## src/rtl/ostd_lim_pkg.sv

```systemverilog
package ostd_lim_pkg;
    typedef enum logic {
        PRI_RD = 1'b0,
        PRI_WR = 1'b1
    } pri_e;

    localparam int unsigned DIR_RD = 0;
    localparam int unsigned DIR_WR = 1;
    localparam int unsigned NDIR   = 2;
endpackage

```

## src/rtl/ostd_lim_gate.sv

```systemverilog
// Per-channel address gate: passes a request only when admitted, and keeps a
// presented request on the subordinate side until its handshake.
module ostd_lim_gate (
    input  logic clk,
    input  logic rst_n,
    input  logic up_valid,
    input  logic dn_ready,
    input  logic admit,
    output logic dn_valid,
    output logic up_ready,
    output logic fire,
    output logic held,
    output logic want
);
    typedef struct packed {
        logic held;
    } gate_s;

    gate_s st_d, st_q;

    always_comb begin
        st_d     = st_q;
        dn_valid = up_valid & (st_q.held | admit);
        up_ready = dn_ready & (st_q.held | admit);
        fire     = dn_valid & dn_ready;
        held     = st_q.held;
        want     = up_valid & ~st_q.held;
        st_d.held = dn_valid & ~dn_ready;
    end

    always_ff @(posedge clk) begin
        if (!rst_n) st_q <= '0;
        else        st_q <= st_d;
    end
endmodule

```

## src/rtl/ostd_lim_admit.sv

```systemverilog
// Admission: per-direction and combined ceilings, with turn-taking on the last
// combined slot. Completions in the current cycle count as freed slots.
module ostd_lim_admit
    import ostd_lim_pkg::*;
#(
    parameter int unsigned RD_MAX  = 3,
    parameter int unsigned WR_MAX  = 4,
    parameter int unsigned ALL_MAX = 6,
    parameter int unsigned CW      = 3
) (
    input  logic [CW-1:0]   rd_cnt,
    input  logic [CW-1:0]   wr_cnt,
    input  logic            rd_free,
    input  logic            wr_free,
    input  logic [NDIR-1:0] held,
    input  logic [NDIR-1:0] want,
    input  pri_e            pri,
    output logic [NDIR-1:0] admit,
    output logic            clash
);
    localparam int unsigned SW = CW + 2;

    logic [SW-1:0] occ, cap;
    logic one_ok, two_ok, rd_own, wr_own, cand_rd, cand_wr;

    always_comb begin
        occ = SW'(rd_cnt) + SW'(wr_cnt) + SW'(held[DIR_RD]) + SW'(held[DIR_WR]);
        cap = SW'(ALL_MAX) + SW'(rd_free) + SW'(wr_free);
        one_ok = occ < cap;
        two_ok = (occ + SW'(2)) <= cap;
        rd_own = SW'(rd_cnt) < (SW'(RD_MAX) + SW'(rd_free));
        wr_own = SW'(wr_cnt) < (SW'(WR_MAX) + SW'(wr_free));
        cand_rd = want[DIR_RD] & rd_own & one_ok;
        cand_wr = want[DIR_WR] & wr_own & one_ok;
        clash   = cand_rd & cand_wr & ~two_ok;
        admit[DIR_RD] = cand_rd & ~(clash & (pri == PRI_WR));
        admit[DIR_WR] = cand_wr & ~(clash & (pri == PRI_RD));
    end
endmodule

```

## src/rtl/ostd_burst_limiter.sv

```systemverilog
module ostd_burst_limiter
    import ostd_lim_pkg::*;
#(
    parameter int unsigned RD_MAX  = 3,
    parameter int unsigned WR_MAX  = 4,
    parameter int unsigned ALL_MAX = 6,
    parameter int unsigned ADDR_W  = 16,
    localparam int unsigned LIM_HI = (RD_MAX > WR_MAX) ? RD_MAX : WR_MAX,
    localparam int unsigned LIM_TOP = (LIM_HI > ALL_MAX) ? LIM_HI : ALL_MAX,
    localparam int unsigned CW     = $clog2(LIM_TOP + 1)
) (
    input  logic              clk,
    input  logic              rst_n,
    input  logic              m_arvalid,
    output logic              m_arready,
    input  logic [ADDR_W-1:0] m_araddr,
    input  logic              m_awvalid,
    output logic              m_awready,
    input  logic [ADDR_W-1:0] m_awaddr,
    output logic              m_rvalid,
    input  logic              m_rready,
    output logic              m_rlast,
    output logic              m_bvalid,
    input  logic              m_bready,
    output logic              s_arvalid,
    input  logic              s_arready,
    output logic [ADDR_W-1:0] s_araddr,
    output logic              s_awvalid,
    input  logic              s_awready,
    output logic [ADDR_W-1:0] s_awaddr,
    input  logic              s_rvalid,
    output logic              s_rready,
    input  logic              s_rlast,
    input  logic              s_bvalid,
    output logic              s_bready,
    output logic [CW-1:0]     rd_count,
    output logic [CW-1:0]     wr_count
);
    typedef struct packed {
        logic [CW-1:0] rd;
        logic [CW-1:0] wr;
        pri_e          pri;
    } lim_s;

    lim_s st_d, st_q;

    logic [NDIR-1:0] up_valid, dn_ready, dn_valid, up_ready;
    logic [NDIR-1:0] fire, held, want, admit;
    logic            rd_free, wr_free, clash;

    // response channels and payload pass straight through
    assign m_rvalid = s_rvalid;
    assign m_rlast  = s_rlast;
    assign s_rready = m_rready;
    assign m_bvalid = s_bvalid;
    assign s_bready = m_bready;
    assign s_araddr = m_araddr;
    assign s_awaddr = m_awaddr;

    assign rd_free = s_rvalid & m_rready & s_rlast;
    assign wr_free = s_bvalid & m_bready;

    assign up_valid[DIR_RD] = m_arvalid;
    assign up_valid[DIR_WR] = m_awvalid;
    assign dn_ready[DIR_RD] = s_arready;
    assign dn_ready[DIR_WR] = s_awready;
    assign s_arvalid = dn_valid[DIR_RD];
    assign s_awvalid = dn_valid[DIR_WR];
    assign m_arready = up_ready[DIR_RD];
    assign m_awready = up_ready[DIR_WR];

    for (genvar g = 0; g < NDIR; g++) begin : g_chan
        ostd_lim_gate u_gate (
            .clk      (clk),
            .rst_n    (rst_n),
            .up_valid (up_valid[g]),
            .dn_ready (dn_ready[g]),
            .admit    (admit[g]),
            .dn_valid (dn_valid[g]),
            .up_ready (up_ready[g]),
            .fire     (fire[g]),
            .held     (held[g]),
            .want     (want[g])
        );
    end

    ostd_lim_admit #(
        .RD_MAX  (RD_MAX),
        .WR_MAX  (WR_MAX),
        .ALL_MAX (ALL_MAX),
        .CW      (CW)
    ) u_admit (
        .rd_cnt  (st_q.rd),
        .wr_cnt  (st_q.wr),
        .rd_free (rd_free),
        .wr_free (wr_free),
        .held    (held),
        .want    (want),
        .pri     (st_q.pri),
        .admit   (admit),
        .clash   (clash)
    );

    always_comb begin
        st_d    = st_q;
        st_d.rd = st_q.rd + CW'(fire[DIR_RD]) - CW'(rd_free);
        st_d.wr = st_q.wr + CW'(fire[DIR_WR]) - CW'(wr_free);
        if (clash) st_d.pri = (st_q.pri == PRI_RD) ? PRI_WR : PRI_RD;
    end

    always_ff @(posedge clk) begin
        if (!rst_n) begin
            st_q.rd  <= '0;
            st_q.wr  <= '0;
            st_q.pri <= PRI_RD;
        end else begin
            st_q <= st_d;
        end
    end

    assign rd_count = st_q.rd;
    assign wr_count = st_q.wr;
endmodule

```

## config.mk

```make
export PLATFORM = sky130hd
export DESIGN_NAME = ostd_burst_limiter
export DESIGN_NICKNAME = d
export VERILOG_FILES = /design/src/rtl/ostd_lim_pkg.sv /design/src/rtl/ostd_lim_gate.sv /design/src/rtl/ostd_lim_admit.sv /design/src/rtl/ostd_burst_limiter.sv
export SDC_FILE = /design/constraint.sdc
export NUM_CORES = 1
export LEC_CHECK = 0
export BUFFER_PORTS_ARGS = -buffer_cell sky130_fd_sc_hd__buf_2
export CORE_MARGIN = 4
export CORE_UTILIZATION = 43
export DETAILED_ROUTE_END_ITERATION = 6
export PLACE_DENSITY = 0.87
export SYNTH_ARGS = -nofsm -noshare
export SYNTH_HDL_FRONTEND = slang
export SYNTH_SLANG_ARGS = --single-unit
```

## constraint.sdc

```tcl
create_clock -name clk -period 5.8 [get_ports clk]
set_clock_uncertainty 0.15 [all_clocks]
set_input_delay 1.74 -clock clk [delete_from_list [all_inputs] [get_ports clk]]
set_output_delay 1.74 -clock clk [all_outputs]
set_load 0.005 [all_outputs]
```

==> summary.md <==
| Metric | Value |
|---|---|
| Synth Area in Simple Gates | 0.156 |
| Combinational share of power | 0.721 |
| Top cell type's share of synthesized area | 0.199 |
| Hold Buf Count CTS | 0 |
| First-pass GRT wire length | 4030 um |
| WL met1 | 1010 um |
| Final slew viol count | 0 |
| Multiplexer share of the synthesized area | 0.00717 |
| Gr ovfl total | 0 |
| #FFs+latches synth | 9 |
| DIE AREA | 0.00422 mm^2 |
| Final period utilization | 0.971 |
| Place WS | 0.0608 ns |
| Power density cells | 412 mW/mm^2 |
| Via Count | 939 |
| WP buf/inv | 3 |
| Ports | 90 |
| Nets | 215 |
| Site Rows | 20 |
| FMAX | 0.178 GHz |
| Vias/cell | 4.97 |
| Final setup fails | 0 |
| Worst-Margin Slew | 0.450 ns |
| Switching part of the total power | 0.458 |
| Final min period | 5.63 ns |
| CP Max Fanout | 6 |
| CP peak stage delay | 0.44 ns |
| Clk pin slew, worst setup/hold paths | 0.06 ns |
| Post-DP HPWL | 1940 um |
| Core area | 0.00308 mm^2 |
| Crit path capture type | primary output |
| Antenna violations before repair | 0 |
| Final GP Congestion | 0.864 |
| PortBufs | 25 |
| Library cells used by synthesis | 35 |
| CTS tree | done |
| Initial Util | 0.453 |
| Post-synth EDFFs | 0 |
| Static leakage | 0.630 nW |
| Req. time, crit path | 3.91 ns |
| Status | finished clean |
| Slew margin rel. | 0.698 |
| CP startpoint kind | input port |
| Clk pwr share | 0.095 |
| Routed met3 length | 132 um |
| Largest net degree at the start of global routing | 11 |
| Drt wl/cell | 12.2 um |
| Htree depth | 1 |
| Post-synth ARST share | 0 |
| GR Util All Layers | 0.121 |
| Power Total | 0.549 mW |
| Critical path arrival | 3.74 ns |
| Worst VDD drop | 0.214 mV |
| Mapped Nets | 222 |
| YS warnings | 0 |
| Max clock buf depth | 2 |
| Final hold violation count | 0 |
| Worst-Skew Late Latency | 0.27 ns |
| Compound-gate portion of the synthesized area | 0.151 |
| # Max-Cap Violations | 0 |
| DRC errors left | 0 |
| Slowest-stage cell, CP | a2111oi_4 |
| Detailed Route Iter0 Violations | 16 |
| Cell Area, Synth | 0.00140 mm^2 |
| Top cell by count, worst path | buf_2 |
| Final WS setup | 0.168 ns |
| Top FF cell, synth | dfxtp_1 |
| CP Cell Sequence | buf_2 > and3_1 > ha_2 > inv_1 > ha_1 > nand4b_1 > o21ai_0 > a2bb2oi_4 > a2111oi_4 > nor3b_1 > buf_2 |
| CTS buffer count | 3 |
| Top cell type by total area after synthesis | buf_4 |
| Post-synthesis adder-cell area fraction | 0.255 |
| Clock sink total | 9 |
| DP Area | 0.00130 mm^2 |
| Internal Pwr Total | 0.298 mW |
| Routed Antenna Nets | 0 |
| Vias in the first global route | 926 |
| Syn Inst Count | 153 |
| Design Area, Final | 0.00134 mm^2 |
| Largest family of logic cells by synthesized area | adder cells |
| Metal2 WL | 1110 um |
| Fraction of the yosys area taken by sequential cells | 0.129 |
| CTS root buffer | clkbuf_4 |
| Synth area leaders | buf_4 (20%), ha_1 (20%), dfxtp_1 (13%) |
| Setup TNS | 0 ns |
| Die H | 65.0 um |
| Class of the most critical setup path | in2out |
| Max layer used | met4 |
| RSZ-0062 raised after global routing | no |
| Diode count | 0 |
| WL final | 2300 um |
| Area delta synth->final | -4.30% |
| Drt pass-1 iters | 4 |
| Die width | 65.0 um |
| Post-Synth XOR/XNOR Area | 0.0565 |
| Delay-heaviest family, CP | compound AO/OA/AOI/OAI gates |
| Reg power frac | 0.184 |
| Share of layout cells above drive strength 1 | 0.283 |
| Switching power | 0.252 mW |
| Hold Crit Class | reg2reg |
| Syn avg cell area | 9.12 um^2 |
[cells by family after synthesis]
group,count (synthesis)
flops,9
compound gates,19
buf+inv,54
simple gates,35
fa+ha+maj,26
xor+xnor,9
mux,1
[cell usage in the layout, fill, tap and decap left out, types with 2 or more instances in the layout]
cell and count:
inv_1 15, nand2b_1 2, fa_1 4, nand3b_1 2
or3_1 2, o21ai_0 3, dfxtp_1 9, nor3b_1 6
xor2_1 3, xnor2_1 6, o21a_1 2, nor3_1 2
and2_1 5, nor2_1 2, ha_1 21, clkbuf_4 3
nand2_1 7, buf_2 25, a21oi_1 5, a2111oi_4 3
[worst paths after layout]
kind	startpoint	to	slack, ns	cells past startpoint
worst min-delay path	st_q[0]$_SDFFE_PN0N_	st_q[0]$_SDFFE_PN0N_	0.38	2
worst max-delay path	s_rlast	m_arready	0.17	11
worst max register to register	rd_count[0]$_SDFF_PN0_	wr_count[2]$_SDFF_PN0_	1.09	18
worst min register to register	st_q[0]$_SDFFE_PN0N_	st_q[0]$_SDFFE_PN0N_	0.38	2
[synth_stat cells, types with 3 or more instances]
cell type  instances
buf_4             37
ha_1              22
inv_1             15
dfxtp_1            9
nand2_1            7
nor3b_1            6
xnor2_1            6
a21oi_1            5
and2_1             5
fa_1               4
a2111oi_4          3
o21ai_0            3
xor2_1             3
[power by group through the flow]
stage | clock network (mW) | logic, mW | registers [mW]
3_3_place_gp | 0 | 0.378 | 0.101
5_1_grt | 0.0574 | 0.444 | 0.106
6_report | 0.0520 | 0.396 | 0.101
3_5_place_dp | 0 | 0.391 | 0.103
4_1_cts | 0.0534 | 0.392 | 0.101
2_1_floorplan | 0 | 0.332 | 0.0985
[flip-flops by register name, indices dropped and copies added (netlist names)]
name,flops
g_chan.u_gate.held,2
st_q,1
wr_count,3
rd_count,3
[what timing repair did]
item,4_1_cts,5_1_grt
setup buffers,0,0
gates resized for setup,0,2
setup endpoints to repair,0,4
[through the flow]
stage,hold slack (ns),util,std cells
6_report,0.376,0.434,189
5_1_grt,0.421,0.434,189
4_1_cts,0.381,0.431,189
3_5_place_dp,0.368,0.422,185
3_3_place_gp,0.355,0.422,185
2_1_floorplan,0.336,-,153
[worst min-delay path, cell delays in order (launching register included)]
cell,delay (ns)
dfxtp_1,0.35
nand2_1,0.07
mux2i_1,0.06
[routing by layer]
layer	global-route usage	vias to the layer above
met5	0	-
met4	0.0765	0
met3	0.0208	6
met2	0.198	26
met1	0.145	443
li1	-	464
[layout make-up]
| cell class | count | area, um^2 |
|---|---|---|
| fillers | 292 | 1740 |
| well taps | 44 | 55.1 |
| flip-flops and latches | 9 | 180 |
| inverters | 16 | 60.1 |
| repair buffers | 26 | 133 |
| clock inverters | 1 | 5.00 |
| multi-input cells | 90 | 880 |
| clock buffers | 3 | 22.5 |
Power figures use the tool's default switching activity.
